===== src/rtl/tenbt_pkg.sv =====
package tenbt_pkg;
    typedef enum logic [1:0] {
        ST_IDLE = 2'd0,
        ST_LINK = 2'd1,
        ST_DATA = 2'd2,
        ST_JAB  = 2'd3
    } tx_state_e;
endpackage


===== src/rtl/tenbt_nibble_ser.sv =====
module tenbt_nibble_ser #(
    parameter int NIB_W    = 4,
    parameter int HALF_CYC = 1
) (
    input  logic             clk,
    input  logic             rst_n,
    input  logic             load,
    input  logic             run,
    input  logic [NIB_W-1:0] nib_in,
    output logic             level,
    output logic             nib_last
);
    localparam int HALVES = 2 * NIB_W;
    localparam int HW     = $clog2(HALVES);
    localparam int CW     = (HALF_CYC > 1) ? $clog2(HALF_CYC) : 1;

    logic [NIB_W-1:0] shreg;
    logic [HW-1:0]    hidx;
    logic [CW-1:0]    cyc;
    logic             cur_bit;
    logic             half_end;

    assign half_end = (cyc == CW'(HALF_CYC - 1));
    assign cur_bit  = shreg[hidx[HW-1:1]];
    assign level    = hidx[0] ? cur_bit : ~cur_bit;
    assign nib_last = run && half_end && (hidx == HW'(HALVES - 1));

    always_ff @(posedge clk) begin
        if (!rst_n) begin
            shreg <= '0;
            hidx  <= '0;
            cyc   <= '0;
        end else if (load) begin
            shreg <= nib_in;
            hidx  <= '0;
            cyc   <= '0;
        end else if (run) begin
            if (half_end) begin
                cyc  <= '0;
                hidx <= (hidx == HW'(HALVES - 1)) ? '0 : hidx + 1'b1;
            end else begin
                cyc <= cyc + 1'b1;
            end
        end
    end

    AST_LEVEL_HOLDS_IN_HALF: assert property (@(posedge clk) disable iff (!rst_n)
        (run && !load && !half_end) |=> $stable(level));
endmodule


===== src/rtl/tenbt_link_timer.sv =====
module tenbt_link_timer #(
    parameter int NLP_GAP   = 319998,
    parameter int NLP_WIDTH = 2
) (
    input  logic clk,
    input  logic rst_n,
    input  logic gap_en,
    input  logic pulse_on,
    output logic fire,
    output logic pulse_done
);
    localparam int GW = $clog2(NLP_GAP + 1);
    localparam int WW = $clog2(NLP_WIDTH + 1);

    logic [GW-1:0] gap_cnt;
    logic [WW-1:0] wid_cnt;

    assign fire       = gap_en && (gap_cnt == GW'(NLP_GAP - 1));
    assign pulse_done = pulse_on && (wid_cnt == WW'(NLP_WIDTH - 1));

    always_ff @(posedge clk) begin
        if (!rst_n) begin
            gap_cnt <= '0;
        end else if (!gap_en || fire) begin
            gap_cnt <= '0;
        end else begin
            gap_cnt <= gap_cnt + 1'b1;
        end
    end

    always_ff @(posedge clk) begin
        if (!rst_n || !pulse_on) begin
            wid_cnt <= '0;
        end else begin
            wid_cnt <= wid_cnt + 1'b1;
        end
    end

    AST_PULSE_BOUNDED: assert property (@(posedge clk) disable iff (!rst_n)
        pulse_on |-> (wid_cnt < WW'(NLP_WIDTH)));
endmodule


===== src/rtl/tenbt_jabber_guard.sv =====
module tenbt_jabber_guard #(
    parameter int JAB_LIMIT  = 1000000,
    parameter int UNJAB_IDLE = 10000000
) (
    input  logic clk,
    input  logic rst_n,
    input  logic tx_en,
    output logic jab
);
    localparam int RW = $clog2(JAB_LIMIT + 1);
    localparam int QW = $clog2(UNJAB_IDLE + 1);

    logic [RW-1:0] run_cnt;
    logic [QW-1:0] quiet_cnt;

    always_ff @(posedge clk) begin
        if (!rst_n || !tx_en) begin
            run_cnt <= '0;
        end else if (run_cnt != RW'(JAB_LIMIT)) begin
            run_cnt <= run_cnt + 1'b1;
        end
    end

    always_ff @(posedge clk) begin
        if (!rst_n) begin
            jab       <= 1'b0;
            quiet_cnt <= '0;
        end else if (!jab) begin
            quiet_cnt <= '0;
            if (tx_en && run_cnt == RW'(JAB_LIMIT - 1)) begin
                jab <= 1'b1;
            end
        end else if (tx_en) begin
            quiet_cnt <= '0;
        end else if (quiet_cnt == QW'(UNJAB_IDLE - 1)) begin
            quiet_cnt <= '0;
            jab       <= 1'b0;
        end else begin
            quiet_cnt <= quiet_cnt + 1'b1;
        end
    end

    AST_JAB_NEEDS_ENABLE: assert property (@(posedge clk) disable iff (!rst_n)
        $rose(jab) |-> $past(tx_en));
    AST_JAB_HELD_BY_ENABLE: assert property (@(posedge clk) disable iff (!rst_n)
        (jab && tx_en) |=> jab);
endmodule


===== src/rtl/tenbt_tx.sv =====
module tenbt_tx
    import tenbt_pkg::*;
#(
    parameter int NIB_W      = 4,
    parameter int HALF_CYC   = 1,
    parameter int NLP_GAP    = 319998,
    parameter int NLP_WIDTH  = 2,
    parameter int JAB_LIMIT  = 1000000,
    parameter int UNJAB_IDLE = 10000000
) (
    input  logic             clk,
    input  logic             rst_n,
    input  logic             tx_en,
    input  logic [NIB_W-1:0] txd,
    output logic             nib_take,
    output logic             line_p,
    output logic             line_n,
    output logic             line_act,
    output logic             jabber
);
    tx_state_e state, state_nx;
    logic      level, nib_last, fire, pulse_done, jab, load;

    tenbt_nibble_ser #(.NIB_W(NIB_W), .HALF_CYC(HALF_CYC)) ser_i (
        .clk(clk), .rst_n(rst_n), .load(load), .run(state == ST_DATA),
        .nib_in(txd), .level(level), .nib_last(nib_last)
    );

    tenbt_link_timer #(.NLP_GAP(NLP_GAP), .NLP_WIDTH(NLP_WIDTH)) nlp_i (
        .clk(clk), .rst_n(rst_n), .gap_en(state == ST_IDLE),
        .pulse_on(state == ST_LINK), .fire(fire), .pulse_done(pulse_done)
    );

    tenbt_jabber_guard #(.JAB_LIMIT(JAB_LIMIT), .UNJAB_IDLE(UNJAB_IDLE)) jab_i (
        .clk(clk), .rst_n(rst_n), .tx_en(tx_en), .jab(jab)
    );

    assign load = tx_en && !jab &&
                  ((state == ST_IDLE) || (state == ST_DATA && nib_last));

    always_comb begin
        state_nx = state;
        unique case (state)
            ST_IDLE: begin
                if (jab)         state_nx = ST_JAB;
                else if (tx_en)  state_nx = ST_DATA;
                else if (fire)   state_nx = ST_LINK;
            end
            ST_LINK: begin
                if (jab)             state_nx = ST_JAB;
                else if (pulse_done) state_nx = ST_IDLE;
            end
            ST_DATA: begin
                if (jab)                     state_nx = ST_JAB;
                else if (nib_last && !tx_en) state_nx = ST_IDLE;
            end
            ST_JAB: begin
                if (!jab) state_nx = ST_IDLE;
            end
            default: state_nx = ST_IDLE;
        endcase
    end

    always_ff @(posedge clk) begin
        if (!rst_n) state <= ST_IDLE;
        else        state <= state_nx;
    end

    always_comb begin
        nib_take = load;
        jabber   = jab;
        line_act = 1'b0;
        line_p   = 1'b0;
        line_n   = 1'b0;
        unique case (state)
            ST_DATA: begin
                line_act = 1'b1;
                line_p   = level;
                line_n   = ~level;
            end
            ST_LINK: line_p = 1'b1;
            default: ;
        endcase
    end

    AST_JAB_CUTS_DRIVE: assert property (@(posedge clk) disable iff (!rst_n)
        jabber |=> !line_act);
    AST_JAB_NO_PULSE: assert property (@(posedge clk) disable iff (!rst_n)
        jabber |=> !line_p);
    AST_TAKE_STARTS_DRIVE: assert property (@(posedge clk) disable iff (!rst_n)
        nib_take |=> line_act);
endmodule


===== config.mk =====
export PLATFORM = sky130hd
export DESIGN_NAME = tenbt_tx
export DESIGN_NICKNAME = d
export VERILOG_FILES = /design/src/rtl/tenbt_pkg.sv /design/src/rtl/tenbt_nibble_ser.sv /design/src/rtl/tenbt_link_timer.sv /design/src/rtl/tenbt_jabber_guard.sv /design/src/rtl/tenbt_tx.sv
export SDC_FILE = /design/constraint.sdc
export NUM_CORES = 1
export LEC_CHECK = 0
export BUFFER_PORTS_ARGS = -buffer_cell sky130_fd_sc_hd__buf_2
export CAP_MARGIN = 25
export CORE_MARGIN = 2
export CORE_UTILIZATION = 65
export DETAILED_ROUTE_END_ITERATION = 8
export PLACE_DENSITY = 0.91
export SETUP_SLACK_MARGIN = 0.1
export SKIP_CTS_REPAIR_TIMING = 1
export SYNTH_ARGS = -nofsm -noshare
export SYNTH_HDL_FRONTEND = slang
export SYNTH_SLANG_ARGS = --single-unit

===== constraint.sdc =====
create_clock -name clk -period 4.4 [get_ports clk]
set_clock_uncertainty 0.1 [all_clocks]
set_input_delay 0.88 -clock clk [delete_from_list [all_inputs] [get_ports clk]]
set_output_delay 0.88 -clock clk [all_outputs]
set_load 0.1 [all_outputs]

==> results.tsv <==
metric	value	unit
wire_per_inst	14.8	um
floorplan.core_area	0.00544	mm^2
grt_max_degree	23	
yosysSeqAreaShare	0.415	
outcome	finished, final reports clean	
reg2regPathDepth	4	
worstSkewPairLatency	0.34	ns
crit_type	reg -> out	
hold_violations	0	
rrSetupSlack	2.12	ns
final_common_cell	dfxtp_1	
cts_buffer_depth	2	
io_buffers	11	
ios	12	
synth_ff_type	dfxtp_1	
setup_viol	0	
grtUsageTotal	0.257	
cp_max_fo	9	
vias	3055	
worstHoldStart	nlp_i.wid_cnt[0]	
p_leak	1.27	nW
hp-class	reg -> reg	
drive_gt1_frac	0.0787	
power.density	422	mW/mm^2
drc	0	
worstReg2RegStart	jab_i.quiet_cnt[2]	
fin_tns_setup	0	ns
synth-compound-area-share	0.119	
synthSimpleGateAreaFrac	0.285	
postSynthNetCount	441	
synthCells	421	
fin_nets	447	
ys_top_cells_by_area	dfxtp_1, xor2_1, ha_1, a21oi_1, nor2_1	
finalCriticalPeriod	3.24	ns
cts_tree	built	
dieArea	0.00618	mm^2
hold_end	nlp_i.wid_cnt[0]	
dp_slack	1.31	ns
power	0.00164	W
grt_pass1_wl	12.7	mm
reg2reg_to	jab_i.quiet_cnt[23]	
first_iter_violations	279	
holdWs	0.328	ns
synth_top_family_by_area	simple AND/OR/NAND/NOR gates	
async_flop_share	0	
yosysTopAreaCell	dfxtp_1	
slew_violations	0	
synthAdderAreaFrac	0.0450	
synth_top_cell_area_share	0.415	
top_layer	met4	
root_buffer	clkbuf_8	
wl_met1	3.34	mm
die_w	78.6	um
netlist_area	0.00362	mm^2
synthMuxAreaShare	0.0228	
antenna_found_initial	0	
fin_area	0.00388	mm^2
tightest_slew	0.650	ns
finalCritPeriodShare	0.737	
grt_pass1_vias	2871	
hold_depth	1	
endpoint_kind	output port	
viasPerCell	6.06	
wirelength	7.48	mm
yosys_warnings	0	
synth_xor_area_frac	0.0726	
dr_wl_met3	342	um
path_clk_slew	0.07	ns
synth_cell_type_count	47	
die_y	78.6	um
start_util	0.665	
ant_nets	0	
routed-wl-met2	3.68	mm
rows	27	
cts_made_buffers	9	
cp-start-kind	flop	
timing.fmax	309	MHz
avgSynthCellArea	8.59	um^2
htree_levels	3	
first_pass_iters	4	
overflow	0	
ys_ff_latch	75	
post-dp-hpwl	5.04	mm
worst_slack	1.16	ns
cp.required	3.42	ns
postPlaceCellArea	0.00369	mm^2
rsz0062_at_grt	false	
irDropWorstVdd	0.608	mV
fillers	414	
antenna_cells	0	
syn2layout_area_growth	7.30	%
slew_headroom	0.566	
clock-sinks	75	
layout_common_cells	dfxtp_1, nor2_1, a21oi_1, nand2_1, nand3_1	
finalWeightedCongestion	0.836	
drv_cap	0	
cp.arrival	2.26	ns
synth_edf_count	0	
-- metrics by stage --
stage,instances,util
6_report,504,0.714
4_1_cts,504,0.714
5_1_grt,504,0.714
2_1_floorplan,421,-
3_5_place_dp,488,0.678
3_3_place_gp,488,0.678
-- cell type report --
class / instances / area (um^2) / share of cell area
Tap cell: 72 / 90.1 / 0.0232
Timing Repair Buffer: 13 / 70.1 / 0.0180
Clock buffer: 11 / 141 / 0.0364
Multi-Input combinational cell: 312 / 1970 / 0.507
Sequential cell: 75 / 1500 / 0.387
Clock inverter: 5 / 52.6 / 0.0135
Inverter: 16 / 60.1 / 0.0155
-- registers in the layout, summed over array words and instances (netlist names) --
signal and count:
state 2, nlp_i.gap_cnt 19, jab_i.quiet_cnt 24, jab_i.jab 1
ser_i.hidx 3, ser_i.shreg 4, jab_i.run_cnt 20, nlp_i.wid_cnt 2
-- worst max path at each step --
stage                        start       end  cells after the start
after floorplan           state[0]  nib_take                      5
after global placement       tx_en  nib_take                      4
after detailed placement     tx_en  nib_take                      4
after CTS                 state[0]  nib_take                      5
after global routing      state[0]  nib_take                      5
final                     state[0]  nib_take                      5
-- where the power goes --
group,switching [W],internal [W]
logic,0.000259,0.000121
clock network,0.000244,0.000275
registers,0.0000313,0.000711
-- cell usage after synthesis (6+ instances only) --
cell	number
o31ai_1	7
nor3_1	6
ha_1	13
xnor2_1	10
or3_1	18
xor2_1	20
nor2b_1	7
inv_1	16
dfxtp_1	75
nand4_1	14
nor2_1	41
clkbuf_1	9
a21oi_1	32
nand3_1	24
buf_2	6
nand2_1	29
o21ai_0	22
and4_1	8
mux2i_1	6
or4_1	11
-- cell families (layout without fill, tap and decap cells) --
kind of cell | after synthesis | count (layout)
fa+ha+maj | 13 | 13
xor+xnor | 30 | 30
compound gates | 74 | 74
buf+inv | 34 | 45
simple gates | 188 | 188
flops | 75 | 75
mux | 7 | 7
-- critical path, stage by stage (launching register included) --
cell	delay [ns]
dfxtp_1	0.34
inv_1	0.12
ha_1	0.37
a21oi_1	0.14
nor3_2	0.42
buf_2	0.53
-- per-layer routing --
| metal | track usage | vias up |
|---|---|---|
| li1 | - | 1521 |
| met1 | 0.319 | 1448 |
| met2 | 0.440 | 71 |
| met3 | 0.0575 | 15 |
| met4 | 0.0877 | 0 |
| met5 | 0 | - |
(Power assumes the default switching activity.)
